**src/rtl/dram_ptm.sv**
```systemverilog
module dram_ptm #(
  parameter int ROW_W = 3,
  parameter int COL_W = 4,
  parameter int IO_W  = 4,
  localparam int AW   = (ROW_W > COL_W) ? ROW_W : COL_W
) (
  input  logic            clk,
  input  logic            rst_n,
  input  logic            ras_n,
  input  logic            cas_n,
  input  logic            we_n,
  input  logic            oe_n,
  input  logic [AW-1:0]   addr,
  input  logic [IO_W-1:0] dq_in,
  output logic [IO_W-1:0] dq_out,
  output logic            dq_oe,
  output logic            test_mode
);
  localparam int DEPTH = 1 << (ROW_W + COL_W);
  localparam int GRP_W = COL_W - 2;

  logic [IO_W-1:0]  mem [DEPTH];
  logic             ras_q, cas_q, we_q, active, cas_seen, tm;
  logic [ROW_W-1:0] row;
  logic [COL_W-1:0] col, col_now;
  logic [IO_W-1:0]  flags;

  wire ras_fall = ras_q & ~ras_n;
  wire ras_rise = ~ras_q & ras_n;
  wire cas_fall = cas_q & ~cas_n & active & ~ras_n;
  wire we_fall  = we_q & ~we_n;
  wire do_wr    = active & ~ras_n &
                  ((cas_fall & ~we_n) | (cas_seen & ~cas_n & we_fall));

  assign col_now   = cas_fall ? addr[COL_W-1:0] : col;
  assign test_mode = tm;
  assign dq_oe     = active & cas_seen & ~ras_n & ~cas_n & ~oe_n;

  always_ff @(posedge clk or negedge rst_n) begin
    if (!rst_n) begin
      ras_q    <= 1'b1;
      cas_q    <= 1'b1;
      we_q     <= 1'b1;
      active   <= 1'b0;
      cas_seen <= 1'b0;
      tm       <= 1'b0;
      row      <= '0;
      col      <= '0;
    end else begin
      ras_q <= ras_n;
      cas_q <= cas_n;
      we_q  <= we_n;
      if (ras_fall) begin
        if (!cas_n) begin
          tm <= ~we_n;
        end else begin
          active <= 1'b1;
          row    <= addr[ROW_W-1:0];
        end
      end
      if (ras_rise) begin
        active   <= 1'b0;
        cas_seen <= 1'b0;
        if (active && !cas_seen) tm <= 1'b0;
      end
      if (cas_fall) begin
        col      <= addr[COL_W-1:0];
        cas_seen <= 1'b1;
      end
    end
  end

  always_ff @(posedge clk) begin
    if (do_wr) begin
      if (tm) begin
        for (int k = 0; k < 4; k++)
          mem[{row, col_now[COL_W-1:2], 2'(k)}] <= dq_in;
      end else begin
        mem[{row, col_now}] <= dq_in;
      end
    end
  end

  wire [GRP_W-1:0] grp = col[COL_W-1:2];

  for (genvar i = 0; i < IO_W; i++) begin : g_flag
    logic [3:0] bits;
    for (genvar k = 0; k < 4; k++) begin : g_cell
      assign bits[k] = mem[{row, grp, 2'(k)}][i];
    end
    assign flags[i] = (&bits) | ~(|bits);
  end

  assign dq_out = tm ? flags : mem[{row, col}];
endmodule

```
**config.mk**
```make
export PLATFORM = sky130hd
export DESIGN_NAME = dram_ptm
export DESIGN_NICKNAME = d
export VERILOG_FILES = /design/src/rtl/dram_ptm.sv
export SDC_FILE = /design/constraint.sdc
export NUM_CORES = 1
export LEC_CHECK = 0
export ABC_AREA = 1
export BUFFER_PORTS_ARGS = -buffer_cell sky130_fd_sc_hd__buf_2
export CELL_PAD_IN_SITES_DETAIL_PLACEMENT = 1
export CELL_PAD_IN_SITES_GLOBAL_PLACEMENT = 2
export CORE_MARGIN = 8
export CORE_UTILIZATION = 42
export DETAILED_ROUTE_END_ITERATION = 6
export PLACE_DENSITY = 0.95
export SLEW_MARGIN = 20
export SYNTH_ARGS = -nofsm -noshare
export SYNTH_HDL_FRONTEND = slang
export SYNTH_SLANG_ARGS = --single-unit
export TNS_END_PERCENT = 10
```
**constraint.sdc**
```tcl
create_clock -name clk -period 3.91 [get_ports clk]
set_clock_uncertainty 0.15 [all_clocks]
set_input_delay 0 -clock clk [delete_from_list [all_inputs] [get_ports clk]]
set_output_delay 0 -clock clk [all_outputs]
set_load 0.05 [all_outputs]
```
* Word level (Yosys, flattened, before mapping)
Memory sizes are Yosys's and may differ from the RTL's.
Cells that the tools add are included.
** Word-level totals
- Memories :: 1
- Output and inout port bits :: 6
- Memory bits (writable) :: 512
- ROM bits :: 0
- Input bits :: 14
- Bits in latches :: 0
- Word-level logic and storage cells :: 74
- Register bits :: 13
** Cells by class
- Shift operators :: 0
- Add/subtract/negate cells :: 0
- Muxes and demuxes :: 20
- Divide/modulo/power cells :: 0
- $mul :: 0
- Magnitude comparators :: 0
- Bitwise gates (word level) :: 29
- Reduce and logical (&&, ||, !) cells :: 16
- Equal/unequal tests :: 0
** Memories
- mem :: words 128, width 4, rd ports 5, clocked after memory_dff 0, wr ports 4, line 22 : logic [IO_W-1:0] mem [DEPTH];
** Operators with widths (number)
- 4-bit OR reduction :: 5
- 1-bit two-way mux :: 16
- 4-bit AND reduction :: 4
- 1-bit bitwise AND :: 15
- 4-bit two-way mux :: 3
- 1-bit inverter :: 9
- 7-bit two-way mux :: 1
- 2-bit nonzero test :: 3
- 1-bit bitwise OR :: 5
- 2-bit AND reduction :: 2
- 1-bit logical AND :: 1
- 1-bit zero test :: 1

* Logic depth before layout (Yosys ltp)
Gate-level depths: netlist (run 1).
- Depth in word-level cells :: 11
- Gate-level depth with buffers :: 18
- Gate-level depth less buffers :: 15

* Worst setup path before layout (run 1)
Ideal clock, no wire load.
- Path type :: reg2reg
- Start point :: reg cas_q
- End point :: mem mem[15][0] (enable)
- Path slack :: 1.609 ns
- Library setup time :: 0.361 ns
- Data required time :: 3.399 ns
- Data arrival time :: 1.789 ns
- Stages on the path, launching flop included :: 8
- Clock period less this slack :: 2.301 ns
- Buffers on the path :: 1
- Cells stage by stage :: dfstp_2 -> nand3_4 -> a211oi_4 -> nand2_2 -> nor2_4 -> nand2_2 -> buf_6 -> o21ai_0
** RTL lines
- start: declaration :: line 23 : logic ras_q, cas_q, we_q, active, cas_seen, tm;
- start signal: assignment :: line 51 : cas_q <= cas_n;
- end: declaration :: line 22

* Worst setup path after layout (run 1)
- Start point :: reg col[0]
- End point :: out dq_out[1]
** Between the ends
- Cells in the longest elaborated chain, start to end :: 2
** RTL lines
- start: declaration :: line 25 : logic [COL_W-1:0] col, col_now;
- start signal: assignment :: line 67 : col <= addr[COL_W-1:0];
- memory 128 x 4 bit
- 4-bit two-way mux :: line 94 : assign dq_out = tm ? flags : mem[{row, col}];
- end: declaration :: line 15 : output logic [IO_W-1:0] dq_out,
Every way passes these cells.

==> insert_results.sql, run 1 <==
INSERT INTO impl_metrics (metric_group, metric, value, unit) VALUES
('run_status', 'outcome', 'finished, final reports clean', ''),
('cells_and_area', 'area_growth', '10.98', '%'),
('timing', 'slew_violations', '0', ''),
('cells_and_area', 'ff_latch_area', '0.01572', 'mm²'),
('timing', 'tightestPinTransition', '972.7', 'ps'),
('synth', 'synth.yosys.seq_area_share', '53.73', '%'),
('synth', 'top_cell_type_by_total_area_after_synthesis', 'sky130_fd_sc_hd__edfxtp_1', ''),
('critical_path', 'rrSetupSlack', '700', 'ps'),
('critical_path', 'critPathRequiredTime', '3760', 'ps'),
('cells_and_area', 'finalCoreUtilization', '47.22', '%'),
('run', 'drv_cap', '0', ''),
('cells_and_area', 'final_stage_net_count', '3668', ''),
('clock_network', 'cts_root_buffer', 'sky130_fd_sc_hd__clkbuf_16', ''),
('cells_and_area', 'multi_input_comb_area', '0.01041', 'mm²'),
('worst_hold_path', 'hp-class', 'primary input to flip-flop', ''),
('synth', 'synth.lib_cells_used.distinct', '30', ''),
('floorplanning', 'die-height', '279.8', 'µm'),
('synth', 'syn-mean-instance-area', '7.930', 'µm²'),
('global_route', 'globalRoute.totalOverflow', '0', ''),
('synth', 'ys_ff_latch', '525', ''),
('critical_path', 'timing.critical_path.to_type', 'output port', ''),
('floorplanning', 'design.die.area', '0.07829', 'mm²'),
('synth', 'synth-async-reset-ratio', '2.476', '%'),
('synth', 'syn-num-nets', '3702', ''),
('timing', 'setup-tns-final', '0', 'ps'),
('cells_and_area', 'n_fill_cell', '8452', ''),
('synth', 'synthDominantCellAreaShare', '52.60', '%'),
('timing', 'highest_achievable_clock_rate', '266.7', 'MHz'),
('floorplanning', 'io_pins', '20', ''),
('cells_and_area', 'layoutNonFillerInstCount', '4632', ''),
('critical_path', 'timing.setup.critical_path_class', 'flip-flop to output port', ''),
('placement', 'cell_total_after_placement', '4507', ''),
('placement', 'placement.cell_area', '0.03037', 'mm²'),
('global_route', 'grt_pass1_wl', '162700', 'µm'),
('clock_network', 'ctsHtreeMaxLevel', '2', ''),
('synth', 'synthTopCellsByArea', 'sky130_fd_sc_hd__edfxtp_1, sky130_fd_sc_hd__nand2_1, sky130_fd_sc_hd__nand3_1', ''),
('placement', 'dpl.hpwl', '71140', 'µm'),
('clock_network', 'cts.clk_slew.worst_paths', '70', 'ps'),
('global_route', 'grt_usage', '27.27', '%'),
('pwr', 'power_density', '555.4', 'mW/mm²'),
('detailed_routing', 'detail-route-antenna-nets', '0', ''),
('global_route', 'first_global_vias', '25740', ''),
('critical_path', 'critPathArrivalTime', '3600', 'ps'),
('placement', 'port_buffers', '19', ''),
('clock_network', 'clock_tree.buffer_depth', '3', ''),
('critical_path', 'setup.worst_path.start_class', 'flip-flop', ''),
('clock_network', 'clock_sinks', '525', ''),
('timing', 'hold_viol_final', '0', ''),
('synth', 'synth_top_flop_cell', 'sky130_fd_sc_hd__edfxtp_1', ''),
('detailed_routing', 'number_of_design_rule_violations_left_by_the_first_detailed_router_iteration', '2568', ''),
('synth', 'top_cells_by_count_synth', 'sky130_fd_sc_hd__nand2_1, sky130_fd_sc_hd__nand3_1, sky130_fd_sc_hd__inv_1, sky130_fd_sc_hd__edfxtp_1, sky130_fd_sc_hd__buf_2', ''),
('placement', 'routabilityCongestion', '0.8884', ''),
('synth', 'postSynthCellCount', '3686', ''),
('synth', 'ys_warn_count', '0', ''),
('timing', 'slew-limit-headroom', '35.15', '%'),
('critical_path', 'crit_path_max_fanout', '52', ''),
('cells_and_area', 'design_area', '0.03244', 'mm²'),
('timing', 'final-setup-viol-count', '0', ''),
('timing', 'post-route-period-util', '95.90', '%'),
('detailed_routing', 'wirelength', '108500', 'µm'),
('global_route', 'grt_start_max_net_pins', '142', ''),
('floorplanning', 'initial_utilization', '42.54', '%'),
('synth', 'synthMostInstantiatedCell', 'sky130_fd_sc_hd__nand2_1', ''),
('detailed_routing', 'avgViaCountPerCell', '5.513', ''),
('synth', 'syn_area', '0.02923', 'mm²'),
('detailed_routing', 'route.detailed.drc', '0', ''),
('synth', 'number_of_synthesized_flops_with_an_enable_pin', '512', ''),
('floorplanning', 'floorplan.die.width', '279.8', 'µm'),
('clock_network', 'cts_made_buffers', '58', ''),
('cells_and_area', 'share_of_post_route_cells_with_drive_strength_above_1', '6.353', '%'),
('timing', 'timing.hold.ws', '133.8', 'ps');
area by class of cell:
class,count,area share [%]
diodes,2,0.01543
clock buffers,72,4.833
clock inverters,35,1.011
inverters,536,6.287
multi-input cells,2408,32.09
flip-flops and latches,525,48.46
well taps,931,3.591
repair buffers,123,3.714
where the power goes:
group          switching [W]  internal [W]
registers          0.0000856       0.00621
clock network        0.00239       0.00322
logic                0.00447       0.00164
total                0.00694        0.0111
per-stage QoR:
step	setup slack [ps]	power [W]
2_1_floorplan	1609	0.01018
3_3_place_gp	798.0	0.01230
3_5_place_dp	790.9	0.01239
4_1_cts	134.1	0.01798
5_1_grt	11.39	0.01871
6_report	160.3	0.01802
path summary, 6_finish.rpt:
kind,start,to,depth (start not counted)
min,addr[0],row[0]$_DFFE_PN0P_,4
max in group asynchronous,rst_n,col[2]$_DFF_PN0_,3
max,col[0]$_DFF_PN0_,dq_out[1],14
max reg2reg,active$_DFFE_PN0P_,mem[118][3]$_DFFE_PP_,8
min in group asynchronous,rst_n,col[3]$_DFF_PN0_,3
min reg2reg,active$_DFFE_PN0P_,test_mode$_DFF_PN0_,1
repair_timing:
action | CTS | global route
setup buffers | 0 | 0
endpoints found under the setup margin | 0 | 2
gates resized for setup | 0 | 2
hold buffers | 16 | 0
hold endpoints to repair | 349 | 0
worst max-delay path, stage by stage (launching register included):
cell and delay [ps]:
sky130_fd_sc_hd__dfrtp_4 560, sky130_fd_sc_hd__inv_6 430, sky130_fd_sc_hd__buf_12 310, sky130_fd_sc_hd__nand2_1 90, sky130_fd_sc_hd__nand3_1 120, sky130_fd_sc_hd__nand3_1 90
sky130_fd_sc_hd__nand3_1 190, sky130_fd_sc_hd__nand2_1 80, sky130_fd_sc_hd__nand2_1 60, sky130_fd_sc_hd__nand2_1 110, sky130_fd_sc_hd__nor2_1 280, sky130_fd_sc_hd__nand3_1 120
sky130_fd_sc_hd__nand2_1 150, sky130_fd_sc_hd__inv_1 50, sky130_fd_sc_hd__buf_2 200
cells by family after synthesis:
logic type	count (synthesis)	synth area share [%]
fa+ha+maj	2	0.08560
simple gates	2183	31.16
flops	525	53.73
buf+inv	753	10.65
compound gates	223	4.375
sequential cells by signal, summed over array words and instances, names as in the netlist:
name,count
col,4
cas_seen,1
cas_q,1
ras_q,1
row,3
test_mode,1
we_q,1
active,1
mem,512
metal layers:
| metal | global-route usage [%] | part of all wire, % | vias to the layer above |
|---|---|---|---|
| met4 | 11.28 | 4.5 | 0 |
| met3 | 3.977 | 7.2 | 232 |
| met5 | 0 | 0 | - |
| met1 | 36.79 | 42 | 12570 |
| li1 | - | - | 11770 |
| met2 | 43.89 | 46 | 969 |
placed cells by master (no fill, tap or decap), drive strengths merged:
cell / count
diode: 2
bufinv: 6
buf: 107
ha: 2
nor2: 92
inv: 535
a21oi: 23
clkbuf: 72
a211oi: 1
clkinvlp: 4
edfxtp: 512
dlygate4sd3: 16
dfrtp: 10
a31o: 1
nor3: 5
nand3: 641
nand2: 1444
dfstp: 3
o21ai: 149
nor4: 1
o211ai: 48
a31oi: 1
clkinv: 26
Note: power is estimated with default switching activity, not from simulation.
==> run 2, diff against run 1 <==
- MAX_ROUTING_LAYER: not set -> met4
==> run 2 against run 1 <==
Against the previous run: wire length about the same; clock power hardly changed; combinational power about the same; total power about the same; count of clock-buffer cells in the layout is the same; final area barely moved; non-clock buffer count did not move.
==> insert_results.sql, run 2 (synthesis gave the netlist of run 1 again) <==
INSERT INTO impl_metrics (metric_group, metric, value, unit) VALUES
('detailed_routing', 'number_of_design_rule_violations_left_by_the_first_detailed_router_iteration', '2480', ''),
('detailed_routing', 'wirelength', '108600', 'µm'),
('floorplanning', 'core.rowCount', '96', ''),
('floorplanning', 'initial_utilization', '42.54', '%'),
('timing', 'highest_achievable_clock_rate', '266.5', 'MHz'),
('cells_and_area', 'final_common_cell', 'sky130_fd_sc_hd__nand2_1', ''),
('timing', 'slew_violations', '0', ''),
('timing', 'hold_viol_final', '0', ''),
('floorplanning', 'io_pins', '20', ''),
('pwr', 'vdd_ir_drop_max', '0.4568', 'mV'),
('global_route', 'globalRoute.totalOverflow', '0', ''),
('timing', 'post-route-period-util', '95.98', '%'),
('critical_path', 'crit_path_max_fanout', '52', ''),
('cells_and_area', 'most-common-layout-cells', 'sky130_fd_sc_hd__nand2_1, sky130_fd_sc_hd__nand3_1, sky130_fd_sc_hd__inv_1', ''),
('clock_network', 'cts_tree', 'built', ''),
('critical_path', 'critPathArrivalTime', '3600', 'ps'),
('timing', 'finalCriticalPeriod', '3753', 'ps'),
('detailed_routing', 'routed-via-count', '25450', ''),
('critical_path', 'timing.setup.critical_path_class', 'flip-flop to output port', ''),
('critical_path', 'critPathRequiredTime', '3760', 'ps'),
('detailed_routing', 'route.detailed.drc', '0', ''),
('clock_network', 'clock_tree.buffer_depth', '3', ''),
('floorplanning', 'floorplan.die.width', '279.8', 'µm'),
('cells_and_area', 'largestRegisters', 'mem: 512 flops, col: 4 flops, row: 3 flops', ''),
('global_route', 'grt_start_max_net_pins', '142', ''),
('clock_network', 'cts_made_buffers', '58', ''),
('timing', 'setup_repair_after_global_routing_missed_its_margin', 'no', ''),
('global_route', 'antenna_violations_before_repair', '1', ''),
('pwr', 'power_density', '555.6', 'mW/mm²'),
('timing', 'setup-tns-final', '0', 'ps'),
('cells_and_area', 'area_growth', '10.98', '%'),
('clock_network', 'cts.clk_slew.worst_paths', '60', 'ps'),
('cells_and_area', 'top_register', 'mem', ''),
('timing', 'final-setup-viol-count', '0', ''),
('floorplanning', 'core_area', '0.06871', 'mm²'),
('run_status', 'outcome', 'finished, final reports clean', ''),
('floorplanning', 'design.die.area', '0.07829', 'mm²'),
('cells_and_area', 'layoutNonFillerInstCount', '4631', ''),
('detailed_routing', 'drt_pre_antenna_iters', '5', ''),
('placement', 'routabilityCongestion', '0.9033', ''),
('placement', 'cell_total_after_placement', '4507', ''),
('clock_network', 'ctsHtreeMaxLevel', '2', ''),
('detailed_routing', 'detail-route-antenna-nets', '0', ''),
('clock_network', 'worst_skew_pair.late_latency', '630', 'ps'),
('detailed_routing', 'mean_routed_wirelength_per_cell', '23.45', 'µm'),
('timing', 'tightestPinTransition', '979.1', 'ps'),
('clock_network', 'clock_sinks', '525', ''),
('placement', 'port_buffers', '19', ''),
('cells_and_area', 'share_of_post_route_cells_with_drive_strength_above_1', '6.353', '%'),
('run', 'drv_cap', '0', ''),
('pwr', 'static-leakage-power', '14.46', 'nW'),
('floorplanning', 'die-height', '279.8', 'µm'),
('global_route', 'grt_usage', '28.10', '%'),
('clock_network', 'cts_root_buffer', 'sky130_fd_sc_hd__clkbuf_16', ''),
('global_route', 'grt_pass1_wl', '162800', 'µm'),
('detailed_routing', 'avgViaCountPerCell', '5.494', ''),
('global_route', 'first_global_vias', '25700', ''),
('critical_path', 'setup.worst_path.start_class', 'flip-flop', ''),
('worst_hold_path', 'hp-class', 'primary input to flip-flop', ''),
('cells_and_area', 'final_stage_net_count', '3668', ''),
('placement', 'dpl.hpwl', '71140', 'µm'),
('cells_and_area', 'largest_register_ffs', '512', ''),
('timing', 'slew-limit-headroom', '34.73', '%'),
('critical_path', 'timing.critical_path.to_type', 'output port', '');
==> run 2: final timing paths <==
path / from / end / slack (ps) / depth (start not counted)
max in group asynchronous: rst_n / col[2]$_DFF_PN0_ / 2700 / 3
hold reg to reg: active$_DFFE_PN0P_ / test_mode$_DFF_PN0_ / 370 / 1
min in group asynchronous: rst_n / col[3]$_DFF_PN0_ / 380 / 3
setup / recovery: col[0]$_DFF_PN0_ / dq_out[1] / 160 / 14
setup reg to reg: active$_DFFE_PN0P_ / mem[118][2]$_DFFE_PP_ / 700 / 8
hold / removal: addr[0] / row[0]$_DFFE_PN0P_ / 130 / 4
==> run 2: metal layers <==
metal / GRT usage (%) / vias up / part of all wire [%]
met5: - / - / 0
met4: 10.97 / 0 / 4.3
met3: 3.736 / 231 / 6.9
met2: 44.12 / 935 / 46
met1: 36.94 / 12510 / 42
li1: - / 11770 / -
==> run 2: what timing repair did <==
action | in CTS | in global routing
resized for setup | 0 | 2
setup buffers | 0 | 0
hold endpoints to repair | 349 | 0
setup endpoints to repair | 0 | 2
hold buffers | 16 | 0
==> run 2: cell type report <==
type                       instances  area (µm²)
antenna                            1       2.502
clock buffer                      72        1568
clock inverter                    35       327.8
fill                            8454       36270
inverter                         536        2039
multi-input combinational       2408       10410
sequential                       525       15720
tap                              931        1165
timing repair buffer             123        1205
==> run 2: metrics by stage <==
step           power, W  utilization, %  setup slack, ps  instance area [µm²]  hold slack [ps]
2_1_floorplan   0.01018               -             1609                29230           -445.6
3_3_place_gp    0.01230           44.21            798.0                30370           -218.3
3_5_place_dp    0.01239           44.21            790.9                30370           -214.3
4_1_cts         0.01798           47.20            134.1                32430            96.70
5_1_grt         0.01872           47.21            14.15                32440            136.5
6_report        0.01802           47.21            157.2                32440            133.0
==> run 2: power breakdown <==
group / internal, W / switching, W / total (W)
Sequential: 0.00621 / 0.0000863 / 0.00630
Clock: 0.00322 / 0.00239 / 0.00561
Combinational: 0.00164 / 0.00447 / 0.00611
==> run 2: worst max-delay path, stage by stage (launching register included) <==
cell,delay (ps)
sky130_fd_sc_hd__dfrtp_4,560
sky130_fd_sc_hd__inv_6,430
sky130_fd_sc_hd__buf_12,310
sky130_fd_sc_hd__nand2_1,90
sky130_fd_sc_hd__nand3_1,120
sky130_fd_sc_hd__nand3_1,90
sky130_fd_sc_hd__nand3_1,190
sky130_fd_sc_hd__nand2_1,80
sky130_fd_sc_hd__nand2_1,60
sky130_fd_sc_hd__nand2_1,110
sky130_fd_sc_hd__nor2_1,290
sky130_fd_sc_hd__nand3_1,120
sky130_fd_sc_hd__nand2_1,150
sky130_fd_sc_hd__inv_1,50
sky130_fd_sc_hd__buf_2,200
==> run 3, diff against run 2 <==
- CORE_MARGIN: 8 -> not set
==> run 3 against run 2 <==
Against the previous run: final cell count is the same; count of clock-buffer cells in the layout decreased by 9; final area barely moved; highest routed layer unchanged.
==> insert_results.sql, run 3 (synthesis gave the netlist of run 1 again) <==
INSERT INTO impl_metrics (metric_group, metric, value, unit) VALUES
('detailed_routing', 'number_of_design_rule_violations_left_by_the_first_detailed_router_iteration', '2875', ''),
('global_route', 'grt_start_max_net_pins', '145', ''),
('run_status', 'outcome', 'finished, final reports clean', ''),
('floorplanning', 'design.die.area', '0.07065', 'mm²'),
('detailed_routing', 'route.detailed.drc', '0', ''),
('critical_path', 'rrSetupSlack', '730', 'ps'),
('clock_network', 'clock_tree.buffer_depth', '3', ''),
('clock_network', 'holdBufCountCts', '16', ''),
('floorplanning', 'core.rowCount', '96', ''),
('timing', 'post-route-period-util', '97.79', '%'),
('floorplanning', 'initial_utilization', '42.54', '%'),
('timing', 'tightestPinTransition', '1075', 'ps'),
('timing', 'setup-tns-final', '0', 'ps'),
('critical_path', 'timing.critical_path.to_type', 'output port', ''),
('clock_network', 'ctsResizeCount', '0', ''),
('floorplanning', 'floorplan.die.width', '265.8', 'µm'),
('clock_network', 'cts_root_buffer', 'sky130_fd_sc_hd__clkbuf_16', ''),
('timing', 'slew-limit-headroom', '28.30', '%'),
('cells_and_area', 'layoutNonFillerInstCount', '4631', ''),
('critical_path', 'crit_path_max_fanout', '51', ''),
('clock_network', 'ctsHtreeMaxLevel', '2', ''),
('pwr', 'vdd_ir_drop_max', '0.5485', 'mV'),
('timing', 'highest_achievable_clock_rate', '261.5', 'MHz'),
('floorplanning', 'io_pins', '20', ''),
('detailed_routing', 'routed-via-count', '25730', ''),
('cells_and_area', 'area_growth', '10.87', '%'),
('clock_network', 'clock_sinks', '525', ''),
('critical_path', 'cell_class_contributing_the_biggest_share_of_worst_path_delay', 'simple AND/OR/NAND/NOR gates', ''),
('critical_path', 'reg2regPathDepth', '8', ''),
('detailed_routing', 'wirelength', '108900', 'µm'),
('critical_path', 'timing.setup.critical_path_class', 'flip-flop to output port', ''),
('detailed_routing', 'drt_pre_antenna_iters', '5', ''),
('pwr', 'power_density', '553.1', 'mW/mm²'),
('cells_and_area', 'multi_input_comb_area', '0.01041', 'mm²'),
('placement', 'cell_total_after_placement', '4510', ''),
('critical_path', 'cp.buffers_inverters', '4', ''),
('placement', 'port_buffers', '19', ''),
('timing', 'slew_violations', '0', ''),
('pwr', 'static-leakage-power', '14.46', 'nW'),
('global_route', 'grt_pass1_wl', '163000', 'µm'),
('clock_network', 'cts_made_buffers', '57', ''),
('global_route', 'antenna_violations_before_repair', '1', ''),
('detailed_routing', 'detail-route-antenna-nets', '0', ''),
('placement', 'routabilityCongestion', '0.9021', ''),
('critical_path', 'critical-path-slowest-cell', 'sky130_fd_sc_hd__dfrtp_4', ''),
('critical_path', 'crit_top_cell', 'sky130_fd_sc_hd__nand2_1', ''),
('critical_path', 'crit_path_start', 'col[2]$_DFF_PN0_', ''),
('cells_and_area', 'ff_latch_area', '0.01572', 'mm²'),
('critical_path', 'setup.worst_path.start_class', 'flip-flop', ''),
('global_route', 'first_global_vias', '25760', ''),
('detailed_routing', 'mean_routed_wirelength_per_cell', '23.52', 'µm'),
('critical_path', 'reg_to_reg_startpoint', 'active$_DFFE_PN0P_', ''),
('timing', 'setup_repair_after_global_routing_missed_its_margin', 'no', ''),
('cells_and_area', 'top_register', 'mem', ''),
('cells_and_area', 'largest_register_ffs', '512', ''),
('clock_network', 'cts.clk_slew.worst_paths', '60', 'ps'),
('floorplanning', 'core_area', '0.06871', 'mm²'),
('critical_path', 'reg2reg_to', 'mem[113][1]$_DFFE_PP_', ''),
('timing', 'final-setup-viol-count', '0', ''),
('worst_hold_path', 'timing.hold.worst.start', 'addr[1]', ''),
('timing', 'hold_viol_final', '0', ''),
('clock_network', 'worst_skew_pair.late_latency', '650', 'ps'),
('critical_path', 'critPathArrivalTime', '3670', 'ps'),
('cells_and_area', 'final_common_cell', 'sky130_fd_sc_hd__nand2_1', ''),
('global_route', 'globalRoute.totalOverflow', '0', ''),
('critical_path', 'timing.critical_path.slowest_cell_delay', '550', 'ps'),
('detailed_routing', 'avgViaCountPerCell', '5.555', ''),
('cells_and_area', 'most-common-layout-cells', 'sky130_fd_sc_hd__nand2_1, sky130_fd_sc_hd__nand3_1, sky130_fd_sc_hd__inv_1', ''),
('clock_network', 'post_cts_buffers', '0', ''),
('cells_and_area', 'share_of_post_route_cells_with_drive_strength_above_1', '6.326', '%'),
('critical_path', 'critical_path.cell_chain', 'inv_8 -> buf_4 -> nand2_1 -> nand3_1 -> nand2_1 -> nand2_1 -> nand2_1 -> nor2_1 -> nand2_1 -> nor2_1 -> nand2_1 -> nand3_1 -> nand2_1 -> inv_1 -> buf_2', ''),
('worst_hold_path', 'hp-class', 'primary input to flip-flop', ''),
('cells_and_area', 'largestRegisters', 'mem: 512 flops, col: 4 flops, row: 3 flops', ''),
('placement', 'dpl.hpwl', '71640', 'µm'),
('cells_and_area', 'n_fill_cell', '8404', ''),
('worst_hold_path', 'whs_endpoint', 'row[1]$_DFFE_PN0P_', ''),
('global_route', 'grt_usage', '31.77', '%'),
('clock_network', 'cts_tree', 'built', ''),
('floorplanning', 'die-height', '265.8', 'µm'),
('critical_path', 'critPathRequiredTime', '3760', 'ps'),
('timing', 'finalCriticalPeriod', '3824', 'ps'),
('run', 'drv_cap', '0', ''),
('worst_hold_path', 'hold-path-cell-count', '4', ''),
('cells_and_area', 'final_stage_net_count', '3670', '');
-- run 3: cell types whose count changed in the layout (fill, tap and decap cells not counted), moves of 4 or more --
cell | before | now
sky130_fd_sc_hd__buf_4 | 69 | 76
sky130_fd_sc_hd__clkbuf_1 | 11 | 6
sky130_fd_sc_hd__clkinv_1 | 10 | 17
sky130_fd_sc_hd__clkbuf_16 | 61 | 57
-- run 3: per-stage QoR --
stage                     utilization (%)  hold slack [ps]  total power, W  cell area [µm²]  worst slack, ps
after floorplan                         -           -445.6         0.01018            29230             1609
after global placement              44.18           -247.2         0.01222            30360            883.4
after detailed placement            44.18           -245.8         0.01229            30360            744.2
after CTS                           47.16            39.83         0.01787            32400            169.2
after global routing                47.17            82.47         0.01860            32410            5.643
final                               47.17            38.53         0.01792            32410            86.46
-- run 3: cell type report --
type	instances	area share (%)
clock inverter	41	1.355
antenna	1	0.007722
multi-input combinational	2408	32.13
timing repair buffer	126	3.660
inverter	536	6.270
tap	931	3.595
clock buffer	63	4.471
sequential	525	48.51
-- run 3: worst min-delay path, stage by stage --
cell                            delay, ps
sky130_fd_sc_hd__dlygate4sd3_1        520
sky130_fd_sc_hd__buf_2                 90
sky130_fd_sc_hd__inv_1                 40
sky130_fd_sc_hd__o21ai_0              150
-- run 3: how the worst max path moves through the flow --
| stage | endpoint | slack, ps | depth (start not counted) |
|---|---|---|---|
| floorplan | mem[15][0]$_DFFE_PP_ | 1610 | 7 |
| global placement | mem[117][3]$_DFFE_PP_ | 880 | 8 |
| detailed placement | mem[116][2]$_DFFE_PP_ | 740 | 8 |
| CTS | dq_out[3] | 170 | 15 |
| global route | dq_out[3] | 6 | 15 |
| finish | dq_out[3] | 90 | 15 |
-- run 3: power by group --
part	switching [W]	internal, W
logic	0.00444	0.00159
registers	0.0000539	0.00621
clock network	0.00238	0.00325
total	0.00687	0.0110
-- run 3: per-layer routing --
layer | vias to the layer above | wire length (µm) | share of wire [%] | global-route usage (%)
met2 | 1065 | 50550 | 46 | 49.81
met4 | 0 | 4101 | 3.8 | 10.98
li1 | 11770 | - | - | -
met1 | 12680 | 46300 | 43 | 42.17
met3 | 212 | 7983 | 7.3 | 4.603
met5 | - | 0 | 0 | -
